[src/rtl/pos_est_pkg.sv]
package pos_est_pkg;

  typedef enum logic [2:0] {
    PH_IDLE, PH_MEANA, PH_ROOTA, PH_MEANB, PH_ROOTB, PH_CHECK, PH_RATIO
  } phase_t;

  typedef enum logic [1:0] {DS_SUMA, DS_SUMB, DS_RATIO} divSel_t;

  typedef struct packed {
    logic    accClr;
    logic    accEnA;
    logic    accEnB;
    logic    capture;
    logic    engDoublet;
    logic    divStart;
    divSel_t divSel;
    logic    sqrtStart;
    logic    latchMean;
    logic    latchRmsA;
    logic    latchRmsB;
    logic    latchPos;
    logic    writeLow;
  } ctrlStrobe_t;

endpackage

[src/rtl/pos_est_divider.sv]
module pos_est_divider #(
  parameter int W = 30
) (
  input  logic         clk,
  input  logic         rstN,
  input  logic         start,
  input  logic [W-1:0] dividend,
  input  logic [W-1:0] divisor,
  output logic         done,
  output logic [W-1:0] quotient
);
  localparam int CNT_W = $clog2(W + 1);
  localparam logic [CNT_W-1:0] CNT_ONE = CNT_W'(1);

  logic [W-1:0]     remReg, quotReg, dvsReg, dvdReg;
  logic [CNT_W-1:0] cnt;
  logic             busy;
  logic [W:0]       remShift;

  assign remShift = {remReg, quotReg[W-1]};
  assign quotient = quotReg;

  always_ff @(posedge clk) begin
    if (!rstN) begin
      remReg  <= '0;
      quotReg <= '0;
      dvsReg  <= '0;
      dvdReg  <= '0;
      cnt     <= '0;
      busy    <= 1'b0;
      done    <= 1'b0;
    end else begin
      done <= 1'b0;
      if (start && !busy) begin
        remReg  <= '0;
        quotReg <= dividend;
        dvsReg  <= divisor;
        dvdReg  <= dividend;
        cnt     <= CNT_W'(W);
        busy    <= 1'b1;
      end else if (busy) begin
        if (remShift >= {1'b0, dvsReg}) begin
          remReg  <= W'(remShift - {1'b0, dvsReg});
          quotReg <= {quotReg[W-2:0], 1'b1};
        end else begin
          remReg  <= remShift[W-1:0];
          quotReg <= {quotReg[W-2:0], 1'b0};
        end
        cnt <= cnt - CNT_ONE;
        if (cnt == CNT_ONE) begin
          busy <= 1'b0;
          done <= 1'b1;
        end
      end
    end
  end

  // quotient and remainder rebuild the dividend exactly
  p_div_exact_r2: assert property (@(posedge clk) disable iff (!rstN)
    done |-> ((2*W)'(quotReg) * (2*W)'(dvsReg) + (2*W)'(remReg) == (2*W)'(dvdReg))
             && (remReg < dvsReg));

endmodule

[src/rtl/pos_est_isqrt.sv]
module pos_est_isqrt #(
  parameter int RW = 12
) (
  input  logic            clk,
  input  logic            rstN,
  input  logic            start,
  input  logic [2*RW-1:0] radicand,
  output logic            done,
  output logic [RW-1:0]   root
);
  logic [2*RW-1:0] radReg;
  logic [RW-1:0]   rootReg, mask, trial;
  logic [2*RW-1:0] trialSq;
  logic            busy;

  assign trial   = rootReg | mask;
  assign trialSq = (2*RW)'(trial) * (2*RW)'(trial);
  assign root    = rootReg;

  always_ff @(posedge clk) begin
    if (!rstN) begin
      radReg  <= '0;
      rootReg <= '0;
      mask    <= '0;
      busy    <= 1'b0;
      done    <= 1'b0;
    end else begin
      done <= 1'b0;
      if (start && !busy) begin
        radReg  <= radicand;
        rootReg <= '0;
        mask    <= {1'b1, {(RW-1){1'b0}}};
        busy    <= 1'b1;
      end else if (busy) begin
        if (trialSq <= radReg) rootReg <= trial;
        mask <= mask >> 1;
        if (mask[0]) begin
          busy <= 1'b0;
          done <= 1'b1;
        end
      end
    end
  end

  // the root is the floor of the exact square root
  p_root_floor_r2: assert property (@(posedge clk) disable iff (!rstN)
    done |-> ((2*RW+2)'(rootReg) * (2*RW+2)'(rootReg) <= (2*RW+2)'(radReg))
             && (((2*RW+2)'(rootReg) + 1) * ((2*RW+2)'(rootReg) + 1) > (2*RW+2)'(radReg)));

endmodule

[src/rtl/pos_est_ctrl.sv]
module pos_est_ctrl
  import pos_est_pkg::*;
#(
  parameter int WIN_LEN = 40,
  parameter int DBL_LEN = 10
) (
  input  logic        clk,
  input  logic        rstN,
  input  logic        sampleValid,
  input  logic        bunchStart,
  input  logic        doubletMode,
  input  logic        divDone,
  input  logic        sqrtDone,
  input  logic        lowSum,
  output ctrlStrobe_t strb,
  output logic        overrun
);
  localparam int SLOT  = 2 * WIN_LEN;
  localparam int IDX_W = $clog2(SLOT + 1);
  localparam logic [IDX_W-1:0] SLOT_C = IDX_W'(SLOT);
  localparam logic [IDX_W-1:0] WIN_C  = IDX_W'(WIN_LEN);
  localparam logic [IDX_W-1:0] DBL_C  = IDX_W'(DBL_LEN);
  localparam logic [IDX_W-1:0] ONE_C  = IDX_W'(1);

  logic [IDX_W-1:0] idxReg, curIdx, curLen, endB;
  logic             modeReg, curMode, take, inA, inB, lastB;
  logic             capReq, capMode, kick, engDbl;
  phase_t           phase;

  // window selection for the sample presented this cycle
  assign curIdx  = bunchStart ? '0 : idxReg;
  assign curMode = bunchStart ? doubletMode : modeReg;
  assign curLen  = curMode ? DBL_C : WIN_C;
  assign endB    = WIN_C + curLen;
  assign take    = sampleValid && (curIdx < SLOT_C);
  assign inA     = take && (curIdx < curLen);
  assign inB     = take && (curIdx >= WIN_C) && (curIdx < endB);
  assign lastB   = inB && (curIdx + ONE_C == endB);

  always_ff @(posedge clk) begin
    if (!rstN) begin
      idxReg  <= SLOT_C;
      modeReg <= 1'b0;
      capReq  <= 1'b0;
      capMode <= 1'b0;
    end else begin
      if (bunchStart) modeReg <= doubletMode;
      if (take)            idxReg <= curIdx + ONE_C;
      else if (bunchStart) idxReg <= '0;
      capReq  <= lastB;
      capMode <= curMode;
    end
  end

  // compute sequencer
  always_ff @(posedge clk) begin
    if (!rstN) begin
      phase   <= PH_IDLE;
      kick    <= 1'b0;
      engDbl  <= 1'b0;
      overrun <= 1'b0;
    end else begin
      kick <= 1'b0;
      if (bunchStart) overrun <= (phase != PH_IDLE);
      case (phase)
        PH_IDLE:  if (capReq)   begin phase <= PH_MEANA; kick <= 1'b1; engDbl <= capMode; end
        PH_MEANA: if (divDone)  begin phase <= PH_ROOTA; kick <= 1'b1; end
        PH_ROOTA: if (sqrtDone) begin phase <= PH_MEANB; kick <= 1'b1; end
        PH_MEANB: if (divDone)  begin phase <= PH_ROOTB; kick <= 1'b1; end
        PH_ROOTB: if (sqrtDone) phase <= PH_CHECK;
        PH_CHECK: if (lowSum) phase <= PH_IDLE;
                  else begin phase <= PH_RATIO; kick <= 1'b1; end
        PH_RATIO: if (divDone)  phase <= PH_IDLE;
        default:  phase <= PH_IDLE;
      endcase
    end
  end

  always_comb begin
    strb.accClr     = bunchStart;
    strb.accEnA     = inA;
    strb.accEnB     = inB;
    strb.capture    = capReq && (phase == PH_IDLE);
    strb.engDoublet = engDbl;
    strb.divStart   = kick && (phase == PH_MEANA || phase == PH_MEANB || phase == PH_RATIO);
    strb.divSel     = (phase == PH_MEANB) ? DS_SUMB :
                      (phase == PH_RATIO) ? DS_RATIO : DS_SUMA;
    strb.sqrtStart  = kick && (phase == PH_ROOTA || phase == PH_ROOTB);
    strb.latchMean  = divDone && (phase == PH_MEANA || phase == PH_MEANB);
    strb.latchRmsA  = sqrtDone && (phase == PH_ROOTA);
    strb.latchRmsB  = sqrtDone && (phase == PH_ROOTB);
    strb.latchPos   = divDone && (phase == PH_RATIO);
    strb.writeLow   = (phase == PH_CHECK) && lowSum;
  end

  // a strobe arriving during computation is flagged
  p_overrun_r8: assert property (@(posedge clk) disable iff (!rstN)
    (bunchStart && phase != PH_IDLE) |=> overrun);

  // the sample index never runs past the slot end
  p_idx_sat_r7: assert property (@(posedge clk) disable iff (!rstN)
    idxReg <= SLOT_C);

endmodule

[src/rtl/pos_est_datapath.sv]
module pos_est_datapath
  import pos_est_pkg::*;
#(
  parameter int SAMPLE_W = 12,
  parameter int WIN_LEN  = 40,
  parameter int DBL_LEN  = 10,
  parameter int POS_W    = 16
) (
  input  logic                       clk,
  input  logic                       rstN,
  input  logic signed [SAMPLE_W-1:0] sampleIn,
  input  ctrlStrobe_t                strb,
  input  logic [SAMPLE_W:0]          minSum,
  output logic                       divDone,
  output logic                       sqrtDone,
  output logic                       lowSum,
  output logic [SAMPLE_W-1:0]        rmsA,
  output logic [SAMPLE_W-1:0]        rmsB,
  output logic signed [POS_W-1:0]    posOut,
  output logic                       posValid,
  output logic                       lowIntensity
);
  localparam int SQ_W  = 2 * SAMPLE_W;
  localparam int ACC_W = SQ_W + $clog2(WIN_LEN + 1);
  localparam int RMS_W = SAMPLE_W;
  localparam logic [ACC_W-1:0] WIN_N  = ACC_W'(WIN_LEN);
  localparam logic [ACC_W-1:0] DBL_N  = ACC_W'(DBL_LEN);
  localparam logic [ACC_W-1:0] HALF_A = ACC_W'(2 ** (POS_W - 1));
  localparam logic [POS_W-1:0] HALF_P = POS_W'(2 ** (POS_W - 1));
  localparam logic [POS_W-1:0] MAX_P  = POS_W'(2 ** (POS_W - 1) - 1);

  logic signed [SQ_W-1:0]  sqS;
  logic [SQ_W-1:0]         sqU;
  logic [ACC_W-1:0]        accA, accB, sumA, sumB;
  logic [ACC_W-1:0]        divDvd, divDvs, divQuot;
  logic [2*RMS_W-1:0]      meanReg;
  logic [RMS_W-1:0]        rootOut, mag;
  logic [RMS_W:0]          rmsSum;
  logic                    negD;
  logic [POS_W-1:0]        qClip;

  assign sqS = sampleIn * sampleIn;
  assign sqU = unsigned'(sqS);

  // square-and-sum per electrode window
  always_ff @(posedge clk) begin
    if (!rstN) begin
      accA <= '0;
      accB <= '0;
      sumA <= '0;
      sumB <= '0;
    end else begin
      accA <= (strb.accClr ? '0 : accA) + (strb.accEnA ? ACC_W'(sqU) : '0);
      accB <= (strb.accClr ? '0 : accB) + (strb.accEnB ? ACC_W'(sqU) : '0);
      if (strb.capture) begin
        sumA <= accA;
        sumB <= accB;
      end
    end
  end

  assign rmsSum = {1'b0, rmsA} + {1'b0, rmsB};
  assign negD   = rmsB > rmsA;
  assign mag    = negD ? (rmsB - rmsA) : (rmsA - rmsB);
  assign lowSum = (rmsSum == '0) || (rmsSum < minSum);

  always_comb begin
    case (strb.divSel)
      DS_SUMB:  divDvd = sumB;
      DS_RATIO: divDvd = ACC_W'({mag, {(POS_W-1){1'b0}}});
      default:  divDvd = sumA;
    endcase
    if (strb.divSel == DS_RATIO) divDvs = ACC_W'(rmsSum);
    else                         divDvs = strb.engDoublet ? DBL_N : WIN_N;
  end

  pos_est_divider #(.W(ACC_W)) u_div (
    .clk      (clk),
    .rstN     (rstN),
    .start    (strb.divStart),
    .dividend (divDvd),
    .divisor  (divDvs),
    .done     (divDone),
    .quotient (divQuot)
  );

  pos_est_isqrt #(.RW(RMS_W)) u_sqrt (
    .clk      (clk),
    .rstN     (rstN),
    .start    (strb.sqrtStart),
    .radicand (meanReg),
    .done     (sqrtDone),
    .root     (rootOut)
  );

  assign qClip = (divQuot > HALF_A) ? HALF_P : divQuot[POS_W-1:0];

  always_ff @(posedge clk) begin
    if (!rstN) begin
      meanReg      <= '0;
      rmsA         <= '0;
      rmsB         <= '0;
      posOut       <= '0;
      posValid     <= 1'b0;
      lowIntensity <= 1'b0;
    end else begin
      posValid <= 1'b0;
      if (strb.latchMean) meanReg <= divQuot[2*RMS_W-1:0];
      if (strb.latchRmsA) rmsA <= rootOut;
      if (strb.latchRmsB) rmsB <= rootOut;
      if (strb.writeLow) begin
        posOut       <= '0;
        lowIntensity <= 1'b1;
        posValid     <= 1'b1;
      end else if (strb.latchPos) begin
        posOut       <= negD ? -qClip : ((qClip == HALF_P) ? MAX_P : qClip);
        lowIntensity <= 1'b0;
        posValid     <= 1'b1;
      end
    end
  end

  // without a clear the sums can only grow, so no wrap occurs
  p_no_overflow_r10: assert property (@(posedge clk) disable iff (!rstN)
    !strb.accClr |=> (accA >= $past(accA)) && (accB >= $past(accB)));

  // results are single-cycle strobes
  p_valid_pulse_r5: assert property (@(posedge clk) disable iff (!rstN)
    posValid |=> !posValid);

  // suppressed results read as zero position
  p_low_zero_r6: assert property (@(posedge clk) disable iff (!rstN)
    (posValid && lowIntensity) |-> (posOut == '0));

  // sign of the position follows the larger electrode
  p_pos_sign_r3: assert property (@(posedge clk) disable iff (!rstN)
    posValid |-> ((posOut > 0) -> (rmsA > rmsB)) && ((posOut < 0) -> (rmsA < rmsB)));

endmodule

[src/rtl/pos_est_top.sv]
module pos_est_top
  import pos_est_pkg::*;
#(
  parameter int SAMPLE_W = 12,
  parameter int WIN_LEN  = 40,
  parameter int DBL_LEN  = 10,
  parameter int POS_W    = 16
) (
  input  logic                       clk,
  input  logic                       rstN,
  input  logic signed [SAMPLE_W-1:0] sampleIn,
  input  logic                       sampleValid,
  input  logic                       bunchStart,
  input  logic                       doubletMode,
  input  logic [SAMPLE_W:0]          minSum,
  output logic [SAMPLE_W-1:0]        rmsA,
  output logic [SAMPLE_W-1:0]        rmsB,
  output logic signed [POS_W-1:0]    posOut,
  output logic                       posValid,
  output logic                       lowIntensity,
  output logic                       overrun
);
  ctrlStrobe_t strb;
  logic        divDone, sqrtDone, lowSum;

  pos_est_ctrl #(.WIN_LEN(WIN_LEN), .DBL_LEN(DBL_LEN)) u_ctrl (
    .clk         (clk),
    .rstN        (rstN),
    .sampleValid (sampleValid),
    .bunchStart  (bunchStart),
    .doubletMode (doubletMode),
    .divDone     (divDone),
    .sqrtDone    (sqrtDone),
    .lowSum      (lowSum),
    .strb        (strb),
    .overrun     (overrun)
  );

  pos_est_datapath #(
    .SAMPLE_W (SAMPLE_W),
    .WIN_LEN  (WIN_LEN),
    .DBL_LEN  (DBL_LEN),
    .POS_W    (POS_W)
  ) u_dp (
    .clk          (clk),
    .rstN         (rstN),
    .sampleIn     (sampleIn),
    .strb         (strb),
    .minSum       (minSum),
    .divDone      (divDone),
    .sqrtDone     (sqrtDone),
    .lowSum       (lowSum),
    .rmsA         (rmsA),
    .rmsB         (rmsB),
    .posOut       (posOut),
    .posValid     (posValid),
    .lowIntensity (lowIntensity)
  );

endmodule

[config.mk]
export PLATFORM = sky130hd
export DESIGN_NAME = pos_est_top
export DESIGN_NICKNAME = d
export VERILOG_FILES = /design/src/rtl/pos_est_pkg.sv /design/src/rtl/pos_est_divider.sv /design/src/rtl/pos_est_isqrt.sv /design/src/rtl/pos_est_ctrl.sv /design/src/rtl/pos_est_datapath.sv /design/src/rtl/pos_est_top.sv
export SDC_FILE = /design/constraint.sdc
export NUM_CORES = 2
export LEC_CHECK = 0
export ABC_CLOCK_PERIOD_IN_PS = 7150
export BUFFER_PORTS_ARGS = -buffer_cell sky130_fd_sc_hd__buf_2
export CAP_MARGIN = 10
export CORE_ASPECT_RATIO = 1.2
export CORE_UTILIZATION = 35
export DETAILED_ROUTE_END_ITERATION = 16
export HOLD_SLACK_MARGIN = 0.05
export PLACE_DENSITY_LB_ADDON = 0.12
export SYNTH_ARGS = -nofsm -noshare
export SYNTH_HDL_FRONTEND = slang
export SYNTH_SLANG_ARGS = --single-unit
[constraint.sdc]
create_clock -name clk -period 7.15 [get_ports clk]
set_input_delay 0.715 -clock clk [delete_from_list [all_inputs] [get_ports clk]]
set_output_delay 0.715 -clock clk [all_outputs]
set_load 0.005 [all_outputs]
==> reports/results.ini <==
[synth]
synth-edff-count=0
ys.flop_type=dfxtp_1
yosysSeqAreaShare_pct=24.1
avgSynthCellArea_um2=7.95
syn_inst=3463
synth.area.top_cells=dfxtp_1 24%, fa_1 15%, ha_1 11%, inv_1 6.1%, nand2_1 6.1%
synthesis.area_um2=27500
synth_top_area_share_pct=24.1
yosysTopAreaCell=dfxtp_1
yosys-top-cells-count=449 x inv_1, 445 x nand2_1, 359 x nor2_1
yosysWarnings=0
synthMostInstantiatedCell=inv_1
synth_seq_cells=331
async_reset_ff_share_pct=0
synth_cell_types=86
syn-num-nets=3951

[timing]
hold_violations=0
layout_min_cycle_time_ns=7.22
whs_ns=0.444
setup_viol=6
slew_headroom_pct=23.0
worstMarginPinSlew_ns=1.15
fin_skew_ns=0.0209
max_freq_mhz=138
fin_tns_setup_ns=-0.318
worst_slack_ns=-0.0723
rsz0062_at_grt=yes
fin_crit_sh_pct=101
maxSlewViolCount=0

[placement]
globalplace.congestion=0.837
dp_slack_ns=-0.421
io_buffers=72
placed_area_um2=31000
dp_hpwl_um=61900

[layout]
syn_to_final_growth_pct=19.5
nets=4225
ff_latch_area_um2=6650
multi_input_area_um2=19100
n_fill_cell=8041
drive_above_1_share_pct=16.6
num_antenna_cells=0
post-route-util_pct=42.3
final_area_um2=32900

[critical_path]
crit_type=reg2reg
cp.required_ns=7.57
cp.arrival_ns=7.64
critPathMaxStageDelay_ns=0.56
cp.buffers_inverters=11
start_kind=flop
critPathCaptureType=flop
critPathSlowestCell=fa_2
path_max_fanout=6
cpLargestDelayFamily=adder cells
r2r_slack_ns=-0.07
crit_top_cell=inv_2

[global_routing]
grt_pass1_vias=23384
grt_pass1_wl_um=126000
antenna_found_initial=2
track_usage_pct=19.8
grt_max_degree=91
grt_overflow=0

[floorplan]
dieHeight_um=309
ios=73
start_util_pct=35.4
die_w_um=258
die-area_um2=79800
core_area_um2=77800
rows=112

[outcome]
failed_checks=negative setup slack
status=finished, violations left

[clock_network]
cts_made_buffers=37
clk_pin_slew_worst_paths_ns=0.06
cts_sinks=331
ctsHoldBuffers=0
clk_path_buf_depth=3
clock_latency_ns=0.57
cts_tree=built
clockRootBuffer=clkbuf_16
h-tree-depth=2

[power_and_ir_drop]
intPower_mw=5.82
peakVddDrop_mv=0.321
switching_share_pct=37.8
power.share.clock_pct=20.6
power_switching_mw=3.54
p_leak_nw=15.2
power_frac_seq_pct=21.0
powerDensity_nw_per_um2=284
p_comb_share_pct=58.4

[drt]
dr.first_iter.drc_count=987
vias_per_cell=4.92
drc_errors=0
vias=23570
wirelength_um=79100
first_pass_iters=5
ant_nets=0
avgRoutedWirePerCell_um=16.5

[job]
cap_violations=0

[min_path]
min_path_type=in2reg

-- state kept, by name (all words and copies together), names as in the netlist, 13 cells and up --
register and count:
u_dp.accA 30, u_dp.accB 30, u_dp.meanReg 24, u_dp.posOut 16, u_dp.sumA 30, u_dp.sumB 30, u_dp.u_div.dvsReg 13, u_dp.u_div.quotient 30
u_dp.u_div.remReg 30, u_dp.u_sqrt.radReg 24
-- power groups by stage --
stage	Combinational, mW	Clock [mW]	Sequential (mW)
6_report	5.46	1.93	1.96
5_1_grt	6.22	2.05	1.97
4_1_cts	5.43	1.99	1.96
3_5_place_dp	5.40	0	2.00
3_3_place_gp	5.41	0	2.00
2_1_floorplan	3.05	0	1.98
-- per-stage QoR --
step / std cells / power (mW)
final: 4789 / 9.36
after global routing: 4789 / 10.2
after CTS: 4783 / 9.39
after detailed placement: 4714 / 7.41
after global placement: 4714 / 7.42
after floorplan: 3463 / 5.03
-- tightest hold or removal path: cells and delay by family --
family                 cells  cell delay [ns]
buffers and inverters      1             0.11
AO/OA/AOI/OAI              1             0.09
AND/OR/NAND/NOR            1             0.06
-- worst paths after layout --
kind	from	endpoint	depth (start not counted)
setup / recovery	u_dp.u_sqrt.mask[2]$_SDFFE_PP0P_	u_dp.u_sqrt.root[0]$_SDFFE_PP0P_	33
hold / removal	sampleValid	u_ctrl.idxReg[6]$_SDFF_PN1_	3
setup reg to reg	u_dp.u_sqrt.mask[2]$_SDFFE_PP0P_	u_dp.u_sqrt.root[0]$_SDFFE_PP0P_	33
hold reg to reg	u_dp.sumA[21]$_SDFFE_PN0P_	u_dp.sumA[21]$_SDFFE_PN0P_	2
-- layout by cell type (no fill, tap or decap), types with 40 or more instances in the layout --
master   Yosys  routed
nand2_1    445     438
inv_1      449     435
nor2_1     359     342
buf_4        0     320
dfxtp_1    331     318
a21oi_1    300     295
ha_1       250     243
fa_1       208     203
xnor2_1     99      98
o21ai_0     99      89
nor2b_1     77      77
buf_2        7      72
nor3_1      73      70
xor2_1      58      58
a21o_1      57      57
and2_1      42      40
-- area by class of cell --
type                            count  area share, %
Tap cell                         1026           3.90
Multi-Input combinational cell   2509           58.0
Inverter                          454           5.27
Sequential cell                   331           20.2
Timing Repair Buffer              404           8.96
Clock buffer                       45           3.06
Clock inverter                     20          0.548
-- repair_timing --
action / 4_1_cts / 5_1_grt
pin swaps: 22 / 48
buffers inserted: 4 / 8
endpoints found under the setup margin: 12 / 28
gates resized for setup: 51 / 101
gates cloned: 1 / 0
-- metal layers --
layer / GRT usage (%) / routed length, µm
met1: 24.8 / 35500
met2: 35.8 / 39600
met3: 1.78 / 1930
met4: 5.77 / 2130
met5: 0 / 11
-- kinds of logic after synthesis --
family          after synthesis  synth area share, %
flops                       331                 24.1
buf+inv                     623                 8.58
fa+ha+maj                   458                 26.5
compound gates              689                 15.6
simple gates               1171                 19.1
xor+xnor                    157                 4.99
mux                          34                 1.25
Note: power is estimated with default switching activity, not from simulation.
